## src/rtl/seq_pkg.sv

```systemverilog
package seq_pkg;

    localparam int FREQ_W  = 32;
    localparam int AMP_W   = 14;
    localparam int PHASE_W = 16;
    localparam int TTL_W   = 8;
    localparam int DUR_W   = 16;
    localparam int CNT_W   = 16;
    localparam int OP_W    = 2;

    localparam int INSTR_W = OP_W + CNT_W;
    localparam int REC_W   = FREQ_W + AMP_W + PHASE_W + TTL_W + DUR_W;

    typedef enum logic [OP_W-1:0] {
        OP_PLAY = 2'd0,
        OP_LOOP = 2'd1,
        OP_NEXT = 2'd2,
        OP_HALT = 2'd3
    } op_e;

    typedef struct packed {
        op_e              op;
        logic [CNT_W-1:0] arg;
    } instr_t;

    typedef struct packed {
        logic [FREQ_W-1:0]  freq;
        logic [AMP_W-1:0]   amp;
        logic [PHASE_W-1:0] phase;
        logic [TTL_W-1:0]   ttl;
        logic [DUR_W-1:0]   dur;
    } step_rec_t;

    typedef enum logic {
        ST_IDLE = 1'b0,
        ST_RUN  = 1'b1
    } run_e;

    // A zero duration still occupies one cycle
    function automatic logic [DUR_W-1:0] hold_cycles(input logic [DUR_W-1:0] d);
        return (d == '0) ? DUR_W'(1) : d;
    endfunction

    // A zero pass count still runs the body once
    function automatic logic [CNT_W-1:0] pass_count(input logic [CNT_W-1:0] n);
        return (n == '0) ? CNT_W'(1) : n;
    endfunction

endpackage

```

## src/rtl/seq_mem.sv

```systemverilog
module seq_mem #(
    parameter int WIDTH = 8,
    parameter int DEPTH = 16,
    localparam int AW   = $clog2(DEPTH)
) (
    input  logic             clk,
    input  logic             we,
    input  logic [AW-1:0]    waddr,
    input  logic [WIDTH-1:0] wdata,
    input  logic [AW-1:0]    raddr,
    output logic [WIDTH-1:0] rdata
);

    logic [WIDTH-1:0] store [DEPTH];

    always_ff @(posedge clk) begin
        if (we) begin
            store[waddr] <= wdata;
        end
    end

    assign rdata = store[raddr];

endmodule

```

## src/rtl/seq_loop_stack.sv

```systemverilog
module seq_loop_stack
    import seq_pkg::*;
#(
    parameter int DEPTH = 4,
    parameter int PC_W  = 5,
    localparam int IDX_W = (DEPTH > 1) ? $clog2(DEPTH) : 1,
    localparam int SP_W  = $clog2(DEPTH + 1)
) (
    input  logic             clk,
    input  logic             rst,
    input  logic             clear,
    input  logic             push,
    input  logic [PC_W-1:0]  push_start,
    input  logic [CNT_W-1:0] push_count,
    input  logic             dec,
    input  logic             pop,
    output logic [PC_W-1:0]  top_start,
    output logic [CNT_W-1:0] top_count,
    output logic             empty,
    output logic             full
);

    logic [PC_W-1:0]  start_q [DEPTH];
    logic [CNT_W-1:0] cnt_q   [DEPTH];
    logic [SP_W-1:0]  sp_q;
    logic [IDX_W-1:0] wr_i, rd_i;

    assign empty = (sp_q == '0);
    assign full  = (sp_q == SP_W'(DEPTH));
    assign wr_i  = IDX_W'(sp_q);
    assign rd_i  = empty ? '0 : IDX_W'(sp_q - SP_W'(1));

    assign top_start = start_q[rd_i];
    assign top_count = cnt_q[rd_i];

    always_ff @(posedge clk) begin
        if (rst || clear) begin
            sp_q <= '0;
        end else if (push && !full) begin
            start_q[wr_i] <= push_start;
            cnt_q[wr_i]   <= pass_count(push_count);
            sp_q          <= sp_q + SP_W'(1);
        end else if (pop && !empty) begin
            sp_q <= sp_q - SP_W'(1);
        end else if (dec && !empty) begin
            cnt_q[rd_i] <= cnt_q[rd_i] - CNT_W'(1);
        end
    end

    // an opened level becomes the top with its own pass count
    a_r6_push_top: assert property (@(posedge clk) disable iff (rst)
        (push && !full && !clear) |=> (!empty && top_count == pass_count($past(push_count))));

endmodule

```

## src/rtl/seq_player.sv

```systemverilog
module seq_player
    import seq_pkg::*;
(
    input  logic               clk,
    input  logic               rst,
    input  logic               load,
    input  step_rec_t          rec,
    output logic               step_last,
    output logic [FREQ_W-1:0]  freq,
    output logic [AMP_W-1:0]   amp,
    output logic [PHASE_W-1:0] phase,
    output logic [TTL_W-1:0]   ttl
);

    logic [DUR_W-1:0] timer_q;

    // Current hold ends at the coming edge (or nothing is playing)
    assign step_last = (timer_q <= DUR_W'(1));

    always_ff @(posedge clk) begin
        if (rst) begin
            timer_q <= '0;
            freq    <= '0;
            amp     <= '0;
            phase   <= '0;
            ttl     <= '0;
        end else if (load) begin
            timer_q <= hold_cycles(rec.dur);
            freq    <= rec.freq;
            amp     <= rec.amp;
            phase   <= rec.phase;
            ttl     <= rec.ttl;
        end else if (timer_q != '0) begin
            timer_q <= timer_q - DUR_W'(1);
        end
    end

    // outputs are frozen while a hold has cycles left
    a_r3_hold: assert property (@(posedge clk) disable iff (rst)
        (timer_q > DUR_W'(1)) |=> ($stable(freq) && $stable(amp) && $stable(phase) && $stable(ttl)));

    // a zero-length record leaves exactly one cycle
    a_r4_zero_dur: assert property (@(posedge clk) disable iff (rst)
        (load && rec.dur == '0) |=> (timer_q == DUR_W'(1)));

endmodule

```

## src/rtl/step_sequencer.sv

```systemverilog
module step_sequencer
    import seq_pkg::*;
#(
    parameter int TBL_DEPTH  = 16,
    parameter int PROG_DEPTH = 32,
    parameter int LOOP_DEPTH = 4,
    localparam int TIDX_W = $clog2(TBL_DEPTH),
    localparam int PC_W   = $clog2(PROG_DEPTH),
    localparam int ADDR_W = (TIDX_W > PC_W) ? TIDX_W : PC_W
) (
    input  logic               clk,
    input  logic               rst,
    input  logic               host_wr_en,
    input  logic               host_wr_prog,
    input  logic [ADDR_W-1:0]  host_wr_addr,
    input  logic [REC_W-1:0]   host_wr_data,
    input  logic               start,
    output logic               busy,
    output logic               done,
    output logic [FREQ_W-1:0]  tone_freq,
    output logic [AMP_W-1:0]   tone_amp,
    output logic [PHASE_W-1:0] tone_phase,
    output logic [TTL_W-1:0]   ttl_out
);

    run_e             state_q;
    logic [PC_W-1:0]  pc_q;
    logic             halted_q, pend_q, done_q;
    logic [CNT_W-1:0] pend_arg_q;

    logic [INSTR_W-1:0] prog_rdata;
    logic [REC_W-1:0]   tbl_rdata;
    instr_t             instr;
    step_rec_t          rec_rd;

    logic running, go, step_last, consume, accept, finish;
    logic tbl_we, prog_we;
    logic push, dec, pop, loop_back;
    logic [PC_W-1:0]  top_start;
    logic [CNT_W-1:0] top_count;
    logic stk_empty, stk_full;
    logic [TIDX_W-1:0] tbl_waddr, tbl_raddr;
    logic [PC_W-1:0]   prog_waddr;

    assign running = (state_q == ST_RUN);
    assign busy    = running;
    assign done    = done_q;
    assign go      = !running && start;

    // Host port is closed for the whole run
    assign tbl_we     = host_wr_en && !host_wr_prog && !running;
    assign prog_we    = host_wr_en &&  host_wr_prog && !running;
    assign tbl_waddr  = TIDX_W'(32'(host_wr_addr) % TBL_DEPTH);
    assign prog_waddr = PC_W'(32'(host_wr_addr) % PROG_DEPTH);
    assign tbl_raddr  = TIDX_W'(32'(pend_arg_q) % TBL_DEPTH);

    seq_mem #(.WIDTH(REC_W), .DEPTH(TBL_DEPTH)) u_table (
        .clk   (clk),
        .we    (tbl_we),
        .waddr (tbl_waddr),
        .wdata (host_wr_data),
        .raddr (tbl_raddr),
        .rdata (tbl_rdata)
    );

    seq_mem #(.WIDTH(INSTR_W), .DEPTH(PROG_DEPTH)) u_prog (
        .clk   (clk),
        .we    (prog_we),
        .waddr (prog_waddr),
        .wdata (host_wr_data[INSTR_W-1:0]),
        .raddr (pc_q),
        .rdata (prog_rdata)
    );

    assign instr  = instr_t'(prog_rdata);
    assign rec_rd = step_rec_t'(tbl_rdata);

    // Buffer handoff: player takes the pending record as its hold ends,
    // and the engine decodes whenever the buffer is free or freeing.
    assign consume = running && step_last && pend_q;
    assign accept  = running && !halted_q && (!pend_q || consume);
    assign finish  = running && halted_q && !pend_q && step_last;

    assign loop_back = !stk_empty && (top_count > CNT_W'(1));
    assign push = accept && (instr.op == OP_LOOP) && !stk_full;
    assign dec  = accept && (instr.op == OP_NEXT) && loop_back;
    assign pop  = accept && (instr.op == OP_NEXT) && !stk_empty && !loop_back;

    seq_loop_stack #(.DEPTH(LOOP_DEPTH), .PC_W(PC_W)) u_loops (
        .clk        (clk),
        .rst        (rst),
        .clear      (go),
        .push       (push),
        .push_start (pc_q + PC_W'(1)),
        .push_count (instr.arg),
        .dec        (dec),
        .pop        (pop),
        .top_start  (top_start),
        .top_count  (top_count),
        .empty      (stk_empty),
        .full       (stk_full)
    );

    seq_player u_player (
        .clk       (clk),
        .rst       (rst),
        .load      (consume),
        .rec       (rec_rd),
        .step_last (step_last),
        .freq      (tone_freq),
        .amp       (tone_amp),
        .phase     (tone_phase),
        .ttl       (ttl_out)
    );

    always_ff @(posedge clk) begin
        if (rst) begin
            state_q    <= ST_IDLE;
            pc_q       <= '0;
            halted_q   <= 1'b0;
            pend_q     <= 1'b0;
            pend_arg_q <= '0;
            done_q     <= 1'b0;
        end else begin
            done_q <= finish;
            if (go) begin
                state_q  <= ST_RUN;
                pc_q     <= '0;
                halted_q <= 1'b0;
                pend_q   <= 1'b0;
            end else if (running) begin
                if (finish) begin
                    state_q <= ST_IDLE;
                end
                if (accept) begin
                    unique case (instr.op)
                        OP_PLAY: begin
                            pend_arg_q <= instr.arg;
                            pc_q       <= pc_q + PC_W'(1);
                        end
                        OP_LOOP: pc_q <= pc_q + PC_W'(1);
                        OP_NEXT: pc_q <= loop_back ? top_start : pc_q + PC_W'(1);
                        OP_HALT: halted_q <= 1'b1;
                    endcase
                end
                if (accept && instr.op == OP_PLAY) begin
                    pend_q <= 1'b1;
                end else if (consume) begin
                    pend_q <= 1'b0;
                end
            end
        end
    end

    // a loop close with passes left returns to the body start
    a_r5_backedge: assert property (@(posedge clk) disable iff (rst)
        (accept && instr.op == OP_NEXT && !stk_empty && top_count > CNT_W'(1))
        |=> (pc_q == $past(top_start)));

    // completion is a single-cycle pulse
    a_r7_done_pulse: assert property (@(posedge clk) disable iff (rst)
        done |=> !done);

    // busy only ever drops together with done
    a_r7_busy_fall: assert property (@(posedge clk) disable iff (rst)
        $fell(busy) |-> done);

    // outside a run the outputs never move
    a_r8_idle_hold: assert property (@(posedge clk) disable iff (rst)
        !busy |=> ($stable(ttl_out) && $stable(tone_freq) && $stable(tone_amp) && $stable(tone_phase)));

endmodule

```

## config.mk

```make
export PLATFORM = sky130hd
export DESIGN_NAME = step_sequencer
export DESIGN_NICKNAME = d
export VERILOG_FILES = /design/src/rtl/seq_pkg.sv /design/src/rtl/seq_mem.sv /design/src/rtl/seq_loop_stack.sv /design/src/rtl/seq_player.sv /design/src/rtl/step_sequencer.sv
export SDC_FILE = /design/constraint.sdc
export NUM_CORES = 2
export LEC_CHECK = 0
export ABC_AREA = 1
export CORE_MARGIN = 1
export CORE_UTILIZATION = 30
export CTS_CLUSTER_SIZE = 25
export DETAILED_ROUTE_END_ITERATION = 12
export GPL_ROUTABILITY_DRIVEN = 0
export GPL_TIMING_DRIVEN = 1
export PLACE_DENSITY = 0.42
export SETUP_SLACK_MARGIN = 0.05
export SYNTH_ARGS = -nofsm -noshare
export SYNTH_HDL_FRONTEND = slang
export SYNTH_SLANG_ARGS = --single-unit
```

## constraint.sdc

```tcl
create_clock -name clk -period 15 [get_ports clk]
set_input_delay 4.5 -clock clk [delete_from_list [all_inputs] [get_ports clk]]
set_output_delay 4.5 -clock clk [all_outputs]
set_load 0.01 [all_outputs]
```

==> impl_results.md <==
* Result of the run: complete, no violations
* Combined global-route utilization of all metal layers at 0.177
* Max-Slew Margin vs Limit at 0.236
* Pwr dens at about 140 mW/mm^2
* Detailed Route WL at ~260000 um
* Max Fanout on Critical Path at 45
* Most common cell after layout, fill and taps aside: edfxtp_1
* Count of vias placed by the detailed router at 54.1k
* Maximum single-stage delay on the critical path at 0.79 ns
* Worst reg-to-reg path cell count at 19
* Slew at the pin closest to its max-slew limit at 1.15 ns
* Worst hold path endpoint: pend_arg_q[0]
* Clock latency at the later pin of the worst-skew pair at slightly below 0.9 ns
* Sequential cell area fraction in the yosys report at 0.744
* Data arrival time of the critical path at 8.28 ns
* Number of routed nets with antenna violations at 0
* Port Buffers at 167
* Layout overhead on the synthesized area at 15.4%
* Number of optimization iterations in the first detailed-route pass at 5
* RSZ-0062 raised after global routing: no
* Clock slew seen by the registers of the worst setup and hold paths at 0.06 ns
* Average vias per placed instance at between 4 and 5
* CP Launch Type: primary input
* Required time at the endpoint of the critical path at 15.52 ns
* Boundary pin count at between 150 and 200
* Critical path's slowest cell: buf_4
* Total number of yosys warnings at 0
* Storage cell area at 0.0634 sq mm
* Height of the chip at 535 um
* Synth top area cells: edfxtp_1 (72%), nor2_1 (5.2%), o21ai_0 (5.1%)
* Number of unique standard cell types used by synthesis at 45
* Path type of the worst setup path: in2reg
* Fraction of layout instances using a drive strength above 1 at 0.0803
* Sum of net half-perimeters after detailed placement at 141000 um
* PnR worst setup slack at 7.24 ns
* Reported leakage power at 32.7 nW
* Total Nets Final at between 7k and 8k
* Netlist area before placement at 0.0852 sq mm
* Clock net sink count at 2147
* Fraction of post-synthesis cell area in the top cell type by area at 0.718
* Hold buffers post-CTS at 0
* Fin Setup TNS at 0 ns
* Clock Tree Buf Depth at 4
* Die W at 535 um
* Total number of placement rows at 195
* Worst setup startpoint: host_wr_en
* Routed length per instance at ~24 um
* Largest net degree at the start of global routing at 183
* CTS root buf: clkbuf_16
* Gates resized, CTS repair at 0
* Layout Skew at 0.103 ns
* Clock buffer count from CTS at ~240
* Top library cells by usage in the layout, fill and taps aside: edfxtp_1 (2036), nor2_1 (1124), nand2_1 (999), o21ai_0 (860), nand3_1 (617)
* Net count after synthesis at 7043
* Starting Density at 0.302
* Wire length of the first global-routing pass at between 300000 and 400000 um
* Fmax at 129 MHz
* Count of endpoints failing setup in the final report at 0
* Number of max-slew violations in the final report at 0
* Clock tree from TritonCTS: done
* Total of max-cap violations at 0
* Initial DRC count at 4488
* Core outline area at 0.282 sq mm
* Setup Buffers After CTS at 0
* Worst Hold Launch: pend_arg_q[0]
* Number of H-tree branching levels at 4
* Classification of the worst-slack hold path: reg2reg
* Final hold violation count at 0
* Synth Instances at 6936
* Fill cells at between 20k and 30k
* Internal reg-to-reg setup slack at roughly 9 ns
* Worst R2R End: u_loops.cnt_q[2][2]
* Register bit count reported by yosys at 2147
* Area of the multi-input gates at 0.0196 sq mm
* Average instance area after synthesis at 12.3 sq um
* Pre-CTS setup slack at just over 6 ns
* Share of the clock period used by the worst path after layout at 0.518
* Critical Path, Cell by Cell: clkdlybuf4s50_1 > nand2_1 > nor2_1 > nand2_1 > nor2_4 > buf_4 > buf_4
* Clock period minus final worst setup slack at a little under 8 ns
* Drt drc at 0
* CP endpoint kind: flop
* Vias in the first global route at between 50k and 60k
* Global route overflow at 0
* Hold Path Depth at 1
* Die Footprint at 0.286 sq mm
* Peak ir drop on the vdd network at 0.0000982 V
* Initial antenna violation count at 29
* Yosys top cell by area: edfxtp_1
-- metal layers --
| metal | up-vias | GRT usage | wire length (um) |
|---|---|---|---|
| li1 | 25138 | - | - |
| met1 | 27224 | 0.247 | 118000 |
| met2 | 1295 | 0.287 | 121000 |
| met3 | 382 | 0.0243 | 12400 |
| met4 | 16 | 0.0458 | 6350 |
| met5 | - | 0 | 92 |
-- cells in the mapped netlist, drive strengths merged --
master  count
a21oi      42
a22oi       2
a31oi       6
and2        1
and3        1
buf       179
clkbuf    269
clkinv      3
dfxtp     111
edfxtp   2036
ha         11
inv       127
nand2    1016
nand3     624
nand3b      8
nand4       5
nor2     1188
nor3        6
nor4        1
o211ai     33
o21a        1
o21ai     879
o21bai      3
o22ai     330
o32ai      26
or2         2
xnor2       7
xor2       19
-- worst max-delay path by stage --
stage,slack (ns),to,depth (start not counted)
final,7.24,u_table.store[2][65],7
after global routing,7.14,u_table.store[2][59],7
after CTS,7.09,u_table.store[2][3],7
after detailed placement,6.14,u_table.store[2][18],7
after global placement,6.11,u_table.store[2][38],7
after floorplan,6.04,u_table.store[0][0],4
-- flip-flops by register name, indices dropped and copies added (netlist names), named ones only --
register and count:
done 1, u_player.ttl 8, u_loops.start_q 20, pend_q 1, halted_q 1, pc_q 5
u_loops.cnt_q 64, u_prog.store 576, u_player.amp 14, u_player.phase 16, busy 1, u_table.store 1376
pend_arg_q 4, u_loops.sp_q 3, u_player.freq 32, u_player.timer_q 16
-- critical path, delay by kind of cell --
family,cells,cell delay (ns)
AND/OR/NAND/NOR,4,1.77
buffers and inverters,3,1.88
-- cell families (layout without fill, tap and decap cells) --
family          count (synthesis)  after routing  share of synthesized area
simple gates                 2852           2852                      0.138
flops                        2147           2147                      0.744
compound gates               1322           1322                     0.0851
buf+inv                       578            843                     0.0286
xor+xnor                       26             26                    0.00267
fa+ha+maj                      11             11                    0.00162
other cells                     0              5                          0
-- area by class of cell --
type,count,share of cell area
diodes,5,0.000127
clock buffers,303,0.0652
clock inverters,132,0.0122
inverters,130,0.00537
multi-input cells,4211,0.199
flip-flops and latches,2147,0.645
well taps,3743,0.0476
repair buffers,278,0.0252
-- through the flow --
stage	total power [mW]	utilization	instances	hold slack (ns)	instance area, sq um
6_report	13.8	0.348	10949	0.465	98300
2_1_floorplan	7.62	-	6936	0.434	85200
4_1_cts	14.0	0.348	10944	0.466	98300
5_1_grt	14.3	0.348	10945	0.497	98300
3_5_place_dp	8.21	0.321	10509	0.452	90700
3_3_place_gp	8.21	0.321	10509	0.445	90700
-- report_power, final --
| part | internal, mW | switching (mW) |
|---|---|---|
| Combinational | 0.364 | 1.02 |
| Clock | 3.37 | 2.38 |
| Sequential | 6.63 | 0.0479 |
(Power assumes the default switching activity.)
